File: config.mk
export PLATFORM = sky130hd
export DESIGN_NAME = muldiv_unit
export DESIGN_NICKNAME = d
export VERILOG_FILES = /design/src/rtl/mdu_pkg.sv /design/src/rtl/mdu_div_step.sv /design/src/rtl/mdu_ctrl.sv /design/src/rtl/mdu_datapath.sv /design/src/rtl/muldiv_unit.sv
export SDC_FILE = /design/constraint.sdc
export NUM_CORES = 2
export LEC_CHECK = 0
export ABC_AREA = 1
export CORE_MARGIN = 5
export CORE_UTILIZATION = 65
export DETAILED_ROUTE_END_ITERATION = 10
export DONT_BUFFER_PORTS = 1
export PLACE_DENSITY_LB_ADDON = 0.1
export SYNTH_ARGS = -nofsm -noshare
export SYNTH_HDL_FRONTEND = slang
export SYNTH_SLANG_ARGS = --single-unit
File: constraint.sdc
create_clock -name clk -period 13.7 [get_ports clk]
set_input_delay 2.055 -clock clk [delete_from_list [all_inputs] [get_ports clk]]
set_output_delay 2.055 -clock clk [all_outputs]
set_load 0.05 [all_outputs]
File: src/rtl/mdu_pkg.sv
package mdu_pkg;

  typedef enum logic [5:0] {
    FN_MFHI = 6'd16,
    FN_MTHI = 6'd17,
    FN_MFLO = 6'd18,
    FN_MTLO = 6'd19,
    FN_MULS = 6'd24,
    FN_MULU = 6'd25,
    FN_DIVS = 6'd26,
    FN_DIVU = 6'd27,
    FN_MACS = 6'd28,
    FN_MACU = 6'd29,
    FN_MSBS = 6'd46,
    FN_MSBU = 6'd47
  } mduFunc_e;

  // strobes from control to datapath
  typedef struct packed {
    logic loadOps;
    logic divIter;
    logic divFix;
    logic mulCommit;
    logic writeHi;
    logic writeLo;
    logic readHi;
    logic readLo;
  } mduStrobes_t;

endpackage

File: src/rtl/mdu_div_step.sv
module mdu_div_step #(
  parameter int DATA_W = 32
) (
  input  logic [DATA_W-1:0] remIn,
  input  logic [DATA_W-1:0] quoIn,
  input  logic [DATA_W-1:0] divisor,
  output logic [DATA_W-1:0] remOut,
  output logic [DATA_W-1:0] quoOut
);
  logic [DATA_W:0] shifted;
  logic [DATA_W:0] diff;
  logic            qBit;

  always_comb begin
    shifted = {remIn, quoIn[DATA_W-1]};
    diff    = shifted - {1'b0, divisor};
    qBit    = ~diff[DATA_W];
    remOut  = qBit ? diff[DATA_W-1:0] : shifted[DATA_W-1:0];
    quoOut  = {quoIn[DATA_W-2:0], qBit};
  end
endmodule

File: src/rtl/mdu_ctrl.sv
module mdu_ctrl
  import mdu_pkg::*;
#(
  parameter int DATA_W  = 32,
  parameter int MUL_LAT = 2
) (
  input  logic        clk,
  input  logic        rst_n,
  input  logic        start,
  input  logic [5:0]  func,
  output mduStrobes_t strb,
  output logic        busy,
  output logic        done
);
  localparam int MAX_CNT = (DATA_W > MUL_LAT) ? DATA_W : MUL_LAT;
  localparam int CNT_W   = $clog2(MAX_CNT) + 1;

  typedef enum logic [1:0] {ST_IDLE, ST_MUL, ST_DIV, ST_FIX} state_e;

  state_e           state, stateNext;
  logic [CNT_W-1:0] cnt, cntNext;
  logic             doneNext;

  always_comb begin
    strb      = '0;
    stateNext = state;
    cntNext   = cnt;
    doneNext  = 1'b0;
    case (state)
      ST_IDLE: begin
        if (start) begin
          case (func)
            FN_MFHI: begin strb.readHi  = 1'b1; doneNext = 1'b1; end
            FN_MFLO: begin strb.readLo  = 1'b1; doneNext = 1'b1; end
            FN_MTHI: begin strb.writeHi = 1'b1; doneNext = 1'b1; end
            FN_MTLO: begin strb.writeLo = 1'b1; doneNext = 1'b1; end
            FN_MULS, FN_MULU, FN_MACS, FN_MACU, FN_MSBS, FN_MSBU: begin
              strb.loadOps = 1'b1;
              stateNext    = ST_MUL;
              cntNext      = CNT_W'(MUL_LAT - 1);
            end
            FN_DIVS, FN_DIVU: begin
              strb.loadOps = 1'b1;
              stateNext    = ST_DIV;
              cntNext      = CNT_W'(DATA_W - 1);
            end
            default: ;
          endcase
        end
      end
      ST_MUL: begin
        if (cnt == '0) begin
          strb.mulCommit = 1'b1;
          doneNext       = 1'b1;
          stateNext      = ST_IDLE;
        end else begin
          cntNext = cnt - 1'b1;
        end
      end
      ST_DIV: begin
        strb.divIter = 1'b1;
        if (cnt == '0) stateNext = ST_FIX;
        else           cntNext   = cnt - 1'b1;
      end
      default: begin
        strb.divFix = 1'b1;
        doneNext    = 1'b1;
        stateNext   = ST_IDLE;
      end
    endcase
  end

  always_ff @(posedge clk) begin
    if (!rst_n) begin
      state <= ST_IDLE;
      cnt   <= '0;
      done  <= 1'b0;
    end else begin
      state <= stateNext;
      cnt   <= cntNext;
      done  <= doneNext;
    end
  end

  assign busy = (state != ST_IDLE);
endmodule

File: src/rtl/mdu_datapath.sv
module mdu_datapath
  import mdu_pkg::*;
#(
  parameter int DATA_W    = 32,
  parameter int REG_IDX_W = 5
) (
  input  logic                 clk,
  input  logic                 rst_n,
  input  mduStrobes_t          strb,
  input  logic [5:0]           func,
  input  logic [DATA_W-1:0]    rsVal,
  input  logic [DATA_W-1:0]    rtVal,
  input  logic [REG_IDX_W-1:0] rdIdx,
  output logic [DATA_W-1:0]    hiOut,
  output logic [DATA_W-1:0]    loOut,
  output logic [DATA_W-1:0]    moveData,
  output logic                 moveWe
);
  localparam int DW2 = 2 * DATA_W;
  localparam logic [DATA_W-1:0] ALL_ONES  = '1;
  localparam logic [DATA_W-1:0] SMALL_LIM = {{(DATA_W - DATA_W/2){1'b0}}, {(DATA_W/2){1'b1}}};
  localparam logic [DATA_W-1:0] MIN_NEG   = {1'b1, {(DATA_W-1){1'b0}}};
  localparam logic [DATA_W-1:0] ONE       = {{(DATA_W-1){1'b0}}, 1'b1};

  logic [DATA_W-1:0] hiReg, loReg, opA, opB;
  logic [5:0]        fnReg;
  logic [DATA_W-1:0] remReg, quoReg, dvsMag;
  logic [DATA_W-1:0] remStep, quoStep;

  // ---------------- multiply path ----------------
  logic                  mulSigned;
  logic signed [DW2-1:0] extA, extB;
  logic        [DW2-1:0] product, accNext;

  always_comb begin
    mulSigned = (fnReg == FN_MULS) || (fnReg == FN_MACS) || (fnReg == FN_MSBS);
    extA      = {{DATA_W{mulSigned & opA[DATA_W-1]}}, opA};
    extB      = {{DATA_W{mulSigned & opB[DATA_W-1]}}, opB};
    product   = extA * extB;
    case (fnReg)
      FN_MACS, FN_MACU: accNext = {hiReg, loReg} + product;
      FN_MSBS, FN_MSBU: accNext = {hiReg, loReg} - product;
      default:          accNext = product;
    endcase
  end

  // ---------------- divide path ----------------
  logic              inSigned, inNegA, inNegB;
  logic [DATA_W-1:0] inMagA, inMagB;

  always_comb begin
    inSigned = (func == FN_DIVS);
    inNegA   = inSigned & rsVal[DATA_W-1];
    inNegB   = inSigned & rtVal[DATA_W-1];
    inMagA   = inNegA ? (~rsVal + ONE) : rsVal;
    inMagB   = inNegB ? (~rtVal + ONE) : rtVal;
  end

  mdu_div_step #(.DATA_W(DATA_W)) i_divStep (
    .remIn   (remReg),
    .quoIn   (quoReg),
    .divisor (dvsMag),
    .remOut  (remStep),
    .quoOut  (quoStep)
  );

  logic              divSigned, negA, negB, divZero, divOvf;
  logic [DATA_W-1:0] fixHi, fixLo;

  always_comb begin
    divSigned = (fnReg == FN_DIVS);
    negA      = divSigned & opA[DATA_W-1];
    negB      = divSigned & opB[DATA_W-1];
    divZero   = (opB == '0);
    divOvf    = divSigned && (opA == MIN_NEG) && (opB == ALL_ONES);
    if (divZero) begin
      fixHi = opA;
      if (divSigned) fixLo = opA[DATA_W-1] ? ONE : ALL_ONES;
      else           fixLo = (opA > SMALL_LIM) ? ALL_ONES : SMALL_LIM;
    end else if (divOvf) begin
      fixHi = ALL_ONES;
      fixLo = MIN_NEG;
    end else begin
      fixLo = (negA ^ negB) ? (~quoReg + ONE) : quoReg;
      fixHi = negA ? (~remReg + ONE) : remReg;
    end
  end

  // ---------------- registers ----------------
  always_ff @(posedge clk) begin
    if (!rst_n) begin
      hiReg    <= '0;
      loReg    <= '0;
      opA      <= '0;
      opB      <= '0;
      fnReg    <= '0;
      remReg   <= '0;
      quoReg   <= '0;
      dvsMag   <= '0;
      moveData <= '0;
      moveWe   <= 1'b0;
    end else begin
      moveWe <= (strb.readHi | strb.readLo) && (rdIdx != '0);
      if (strb.readHi) moveData <= hiReg;
      if (strb.readLo) moveData <= loReg;
      if (strb.writeHi) hiReg <= rsVal;
      if (strb.writeLo) loReg <= rsVal;
      if (strb.loadOps) begin
        opA    <= rsVal;
        opB    <= rtVal;
        fnReg  <= func;
        remReg <= '0;
        quoReg <= inMagA;
        dvsMag <= inMagB;
      end
      if (strb.divIter) begin
        remReg <= remStep;
        quoReg <= quoStep;
      end
      if (strb.mulCommit) {hiReg, loReg} <= accNext;
      if (strb.divFix) begin
        hiReg <= fixHi;
        loReg <= fixLo;
      end
    end
  end

  assign hiOut = hiReg;
  assign loOut = loReg;
endmodule

File: src/rtl/muldiv_unit.sv
module muldiv_unit
  import mdu_pkg::*;
#(
  parameter int DATA_W    = 32,
  parameter int MUL_LAT   = 2,
  parameter int REG_IDX_W = 5
) (
  input  logic                 clk,
  input  logic                 rst_n,
  input  logic                 start,
  input  logic [5:0]           func,
  input  logic [DATA_W-1:0]    rsVal,
  input  logic [DATA_W-1:0]    rtVal,
  input  logic [REG_IDX_W-1:0] rdIdx,
  output logic                 busy,
  output logic                 done,
  output logic [DATA_W-1:0]    hiOut,
  output logic [DATA_W-1:0]    loOut,
  output logic [DATA_W-1:0]    moveData,
  output logic                 moveWe
);
  mduStrobes_t strb;

  mdu_ctrl #(.DATA_W(DATA_W), .MUL_LAT(MUL_LAT)) i_ctrl (
    .clk   (clk),
    .rst_n (rst_n),
    .start (start),
    .func  (func),
    .strb  (strb),
    .busy  (busy),
    .done  (done)
  );

  mdu_datapath #(.DATA_W(DATA_W), .REG_IDX_W(REG_IDX_W)) i_dp (
    .clk      (clk),
    .rst_n    (rst_n),
    .strb     (strb),
    .func     (func),
    .rsVal    (rsVal),
    .rtVal    (rtVal),
    .rdIdx    (rdIdx),
    .hiOut    (hiOut),
    .loOut    (loOut),
    .moveData (moveData),
    .moveWe   (moveWe)
  );
endmodule

Word level (Yosys, flattened, before mapping)
Cells that the tools add are included.
W data, S select, Z words.

operators by class
  add/subtract/negate cells = 8
  $mul = 1
  divide/modulo/power cells = 0
  magnitude comparators = 1
  eq/ne operators = 29
  shift operators = 0
  multiplexer cells = 49
  bitwise operators = 13
  reduce and logical (&&, ||, !) cells = 23

operators with widths
  operator                 count
  $mux W32                 24
  $add A32 B1 Y32 const B  4
  $not A32 Y32             4
  $pmux W64 S2             1
  $eq A6 B5 Y1 const B     14
  $add A64 B64 Y64         1
  $eq A32 B32 Y1 const B   2
  $mul A33 B33 Y64         1
  $sub A64 B64 Y64         1
  $sub A33 B32 Y33         1
  $gt A32 B16 Y1 const B   1
  $logic_not A32 Y1        1
  $eq A6 B6 Y1 const B     4
  $pmux W6 S2              2
  $mux W1                  12
  $mux W6                  2
  $mux W4                  2
  $reduce_and A4 Y1        2
  $reduce_bool A2 Y1       4
  $reduce_or A2 Y1         4
  $reduce_or A8 Y1         1
  $and A1 B1 Y1            6
  $logic_not A6 Y1         1
  $mux W2                  3
  other kinds (20)         26

word-level totals
  register bits after elaboration = 272
  latch bits = 0
  RAM bits = 0
  ROM bits = 0
  input port bits = 78
  logic and storage cells = 137
  memories = 0

Depth between registers and ports, before layout
  word-level depth = 9
  mapped depth = 63
  mapped depth without buffers = 61

Hierarchy
From an unflattened synthesis, not the netlist that was laid out.

unflattened totals
  cells, all modules = 8905
  area total of the unflattened synthesis = 63661.1 um2

by module, submodules not included
  module        instances  cells each  area each (um2)  seq. area each (um2)
  mdu_datapath  1          8076        59423.2          5245.0
  mdu_div_step  1          713         3490.8           0.0
  mdu_ctrl      1          116         747.0            180.2

Worst setup path before layout
OpenSTA, ideal clock, no wires.

  path kind = flip-flop to flip-flop
  from = register i_dp.fnReg[4]
  to = register i_dp.hiReg[30], in the netlist i_dp.hiOut[30]
  library setup time = 0.134 ns
  arrival time = 9.393 ns
  data required time = 13.566 ns
  slack = 4.173 ns
  cell stages (with the launch flop) = 47
  period minus slack after synthesis = 9.527 ns
  cell sequence = dfxtp_1 > inv_1 > nor2_1 > nand3_1 > nand2_1 > inv_1 > clkbuf_1 > nor2_1 > fa_1 > fa_1 > fa_1 > inv_1 > fa_1 > fa_1 > fa_1 > fa_1 > fa_1 > inv_1 > [... 11 more ...] > nand2_2 > nand2_1 > nor2_1 > o21ai_1 > xor2_1 > ha_1 > nand2_1 > nor2_1 > inv_1 > nor2_1 > inv_1 > o311a_1 > nand3_1 > nand2_1 > o221ai_1 > o21ai_0 > nand2_1 > a31oi_1

between the ends
  longest elaborated chain between the ends = 9
  elaborated cells on any way between the ends = 24

ends and longest elaborated chain
  element                                                      line                                    source
  start, declared                                              mdu_datapath.sv:26                      logic [5:0] fnReg;
  start signal, assigned                                       mdu_datapath.sv:111                     fnReg <= func;
  $eq A6 B5 Y1, on equally long branches                       mdu_datapath.sv:36, mdu_datapath.sv:40
  $logic_or A1 B1 Y1 (2 in series)                             mdu_datapath.sv:36                      mulSigned = (fnReg == FN_MULS) || (fnReg == FN_MACS) || (fnReg == FN_MSBS);
  $and A1 B1 Y1, on equally long branches                      mdu_datapath.sv:37, mdu_datapath.sv:38
  $mul A33 B33 Y64                                             mdu_datapath.sv:39                      product = extA * extB;
  $sub A64 B64 Y64 / $add A64 B64 Y64 (equally long branches)  mdu_datapath.sv:42, mdu_datapath.sv:41
  $pmux W64 S2                                                 mdu_datapath.sv:40                      case (fnReg)
  $mux W32                                                     mdu_datapath.sv:120                     if (strb.mulCommit) {hiReg, loReg} <= accNext;
  $mux W32 (*)                                                 mdu_datapath.sv:121                     if (strb.divFix) begin
  end signal, assigned                                         mdu_datapath.sv:106                     if (strb.writeHi) hiReg <= rsVal;
  end signal, assigned                                         mdu_datapath.sv:120
  end signal, assigned                                         mdu_datapath.sv:122                     hiReg <= fixHi;
  end, declared                                                mdu_datapath.sv:25                      logic [DATA_W-1:0] hiReg, loReg, opA, opB;

Mark *: on every way between the ends. The rest lies on a longest branch, timed or not.
A chain may end at the register's enable or synchronous reset.

Worst setup path after layout
  from = register i_dp.fnReg[4]
  to = register i_dp.hiReg[28], in the netlist i_dp.hiOut[28]

The elaborated chain is that of the path after synthesis.

==> results.yml <==
status:
  status: "finished, final reports clean"
sta:
  fin_skew_ns: 0.02823
  rsz0062_at_grt: "false"
  fmax_mhz: 81.41
  worst_pin_slew_ns: 1.255
  fin_crit_ns: 12.28
  hold_viol: 0
  setup-tns-final_ns: 0
  slew_headroom: 0.1542
  slew_viol_final: 0
  finalSetupViolCount: 0
  period_share: 0.8966
clock_network:
  path_clk_slew_ns: 0.07
  cts_htree_levels: 1
  clk_latency_ns: 0.64
  cts_hold_buf: 0
  root_buffer: "clkbuf_16"
  cts_sinks: 271
  clk_path_buf_depth: 3
  cts_tree: "yes"
  cts_resized: 0
  cts_made_buffers: 31
  cts_setup_buffers: 0
logic_synthesis:
  ys_seq_area_frac: 0.08661
  yosys.cell_count.top_type: "nand2_1"
  yosysUniqueCellTypes: 63
  synth_compound_area_frac: 0.1082
  synth_top_family_by_area: "adder cells"
  syn_area_mm2: 0.06264
  avgSynthCellArea_um2: 7.230
  synth_ff_type: "dfxtp_1"
  synthArstFlopShare: 0
  netlist_instances: 8664
  yosysWarningCount: 0
  synth_common_cells: "nand2_1, inv_1, fa_1"
  synthXorXnorAreaFrac: 0.03264
  synth_seq_cells: 271
  yosys.area_share.adder: 0.4235
  syn-num-nets: 10190
  synth.area.mux_share: 0.003995
  netlist.area_leader.share: 0.3602
  yosys.area_share.simple: 0.1970
  synth-edff-count: 0
  ys_top_cells_by_area: "fa_1, nand2_1, inv_1, dfxtp_1, ha_1"
  yosys.area.top_type: "fa_1"
placement:
  place_congestion: 1.074
  port_buffers: 0
  dpl.hpwl_um: 188100
finish:
  fillCellCount: 8161
  seq_area_mm2: 0.005433
  area_growth_pct: 3.248
  multi_input_comb_area_mm2: 0.04799
  drive_above_1_share: 0.03656
  nets: 9923
worst_hold_path:
  holdCritPathClass: "register to register"
  hold-path-endpoint: "i_dp.dvsMag[31]"
  hold_start: "i_dp.dvsMag[31]"
  whs_path_depth: 2
critical_path:
  endpoint_kind: "register"
  crit_type: "register to register"
  rr_worst_depth: 42
  regToRegSetupSlack_ns: 1.42
  path_max_fanout: 32
  cpPeakStageDelay_ns: 0.74
  r2r-start: "i_dp.fnReg[4]"
  timing.rr.end: "i_dp.hiOut[28]"
  crit_arrival_ns: 12.75
  crit_slowest_cell: "fa_1"
  critPathMostFrequentCell: "fa_1"
  start_kind: "register"
  crit_required_ns: 14.16
detailed_routing:
  vias: 58900
  wire_per_inst_um: 23.98
  totalWireLength_um: 232500
  dr.pass1.iters: 7
  post_drt_via_cell_ratio: 6.073
  drt_iter0_drc: 6307
  ant_nets: 0
  post-route-drc-count: 0
floorplanning:
  start_util: 0.6573
  ioPinCount: 177
  num_rows: 113
  die_h_um: 320.4
  die_area_mm2: 0.1027
  fp.coreArea_mm2: 0.09529
  die_width_um: 320.4
global_route:
  grt_pass1_wl_um: 354900
  grt_pass1_vias: 61170
  use_met3: 0.1334
  use_met2: 0.6986
  antenna_found_initial: 16
  grt_use_met1: 0.5450
  overflow: 0
  grt_max_degree: 152
  top_usage_layer: "met2"
  grt_util_all_layers: 0.4510
pwr:
  p_total_mw: 6.852
  irDropWorstVdd_uv: 158.7
  cellLeakagePower_nw: 31.77
  power.density_mw_per_mm2: 105.9
run:
  drv_cap: 0
==> power breakdown <==
part	internal (mW)	total, mW	switching, mW	leakage (nW)
registers	0.922	1.45	0.531	2.20
logic	1.34	4.51	3.17	29.1
clock network	0.474	0.893	0.419	0.502
total	2.74	6.85	4.12	31.8
==> worst max-delay path: cells and delay by family, from the launching register on <==
family          cells  cell delay, ns
compound gates      2            0.19
fa+ha+maj          10            5.31
xor+xnor            2            0.54
buf+inv             5            0.83
simple gates       23            4.81
flops               1            0.39
==> logic make-up (layout without fill, tap and decap cells) <==
logic type	Yosys count	in the layout
XOR/XNOR	227	227
AND/OR/NAND/NOR	3038	3038
multiplexers	25	25
buffers and inverters	2465	2225
adder cells (fa/ha/maj)	1444	1444
other	0	10
AO/OA/AOI/OAI	1194	1194
flip-flops	271	271
==> per-layer routing <==
| metal | wire length [µm] | up-vias | part of all wire |
|---|---|---|---|
| met5 | 110 | - | 0.00047 |
| met2 | 101100 | 3977 | 0.43 |
| met1 | 80400 | 28190 | 0.35 |
| li1 | - | 25550 | - |
| met4 | 20530 | 16 | 0.088 |
| met3 | 30410 | 1165 | 0.13 |
==> cell usage in the layout, fill, tap and decap left out, drive strengths merged, types with 81 or more instances in the layout <==
cell   count
inv     2046
ha       317
dfxtp    271
a21oi    453
nor3      81
a31oi     96
fa      1127
nor2     531
buf      124
xor2     160
nand3    216
o21ai    416
nand2   2074
==> metrics by stage <==
step	hold slack (ns)	instances	cell area [µm²]	util	setup WS [ns]
floorplan	0.4313	8664	62640	-	4.173
global placement	0.4523	9633	63630	0.6677	1.632
detailed placement	0.4639	9633	63630	0.6677	1.661
CTS	0.4736	9689	64650	0.6784	1.608
global route	0.4875	9690	64650	0.6784	0.7074
finish	0.4738	9699	64670	0.6787	1.416
==> worst max-delay path by stage <==
stage	depth (start not counted)	start	end	slack, ns
6_report	42	i_dp.fnReg[4]	i_dp.hiOut[28]	1.42
5_1_grt	48	i_dp.opA[31]	i_dp.hiOut[31]	0.71
4_1_cts	42	i_dp.fnReg[4]	i_dp.hiOut[28]	1.61
3_5_place_dp	44	i_dp.opA[31]	i_dp.hiOut[31]	1.66
3_3_place_gp	44	i_dp.opA[31]	i_dp.hiOut[31]	1.63
2_1_floorplan	46	i_dp.fnReg[4]	i_dp.hiOut[30]	4.17
==> layout make-up <==
cell class                 count  share of cell area
tap                         1265             0.02447
clock buffer                  41             0.01350
antenna                       10           0.0003869
sequential                   271             0.08400
multi-input combinational   5928              0.7420
timing repair buffer         124             0.01459
clock inverter                15            0.002322
inverter                    2045              0.1188
==> sequential cells by signal, indices dropped and copies added, names as in the netlist <==
signal	flops
i_dp.dvsMag	32
i_dp.hiOut	32
i_dp.loOut	32
i_dp.moveData	32
i_dp.opA	32
i_dp.quoReg	32
i_dp.remReg	32
i_dp.opB	31
i_ctrl.cnt	6
i_dp.fnReg	6
i_ctrl.state	2
i_ctrl.done	1
i_dp.moveWe	1
Power figures use the tool's default switching activity.
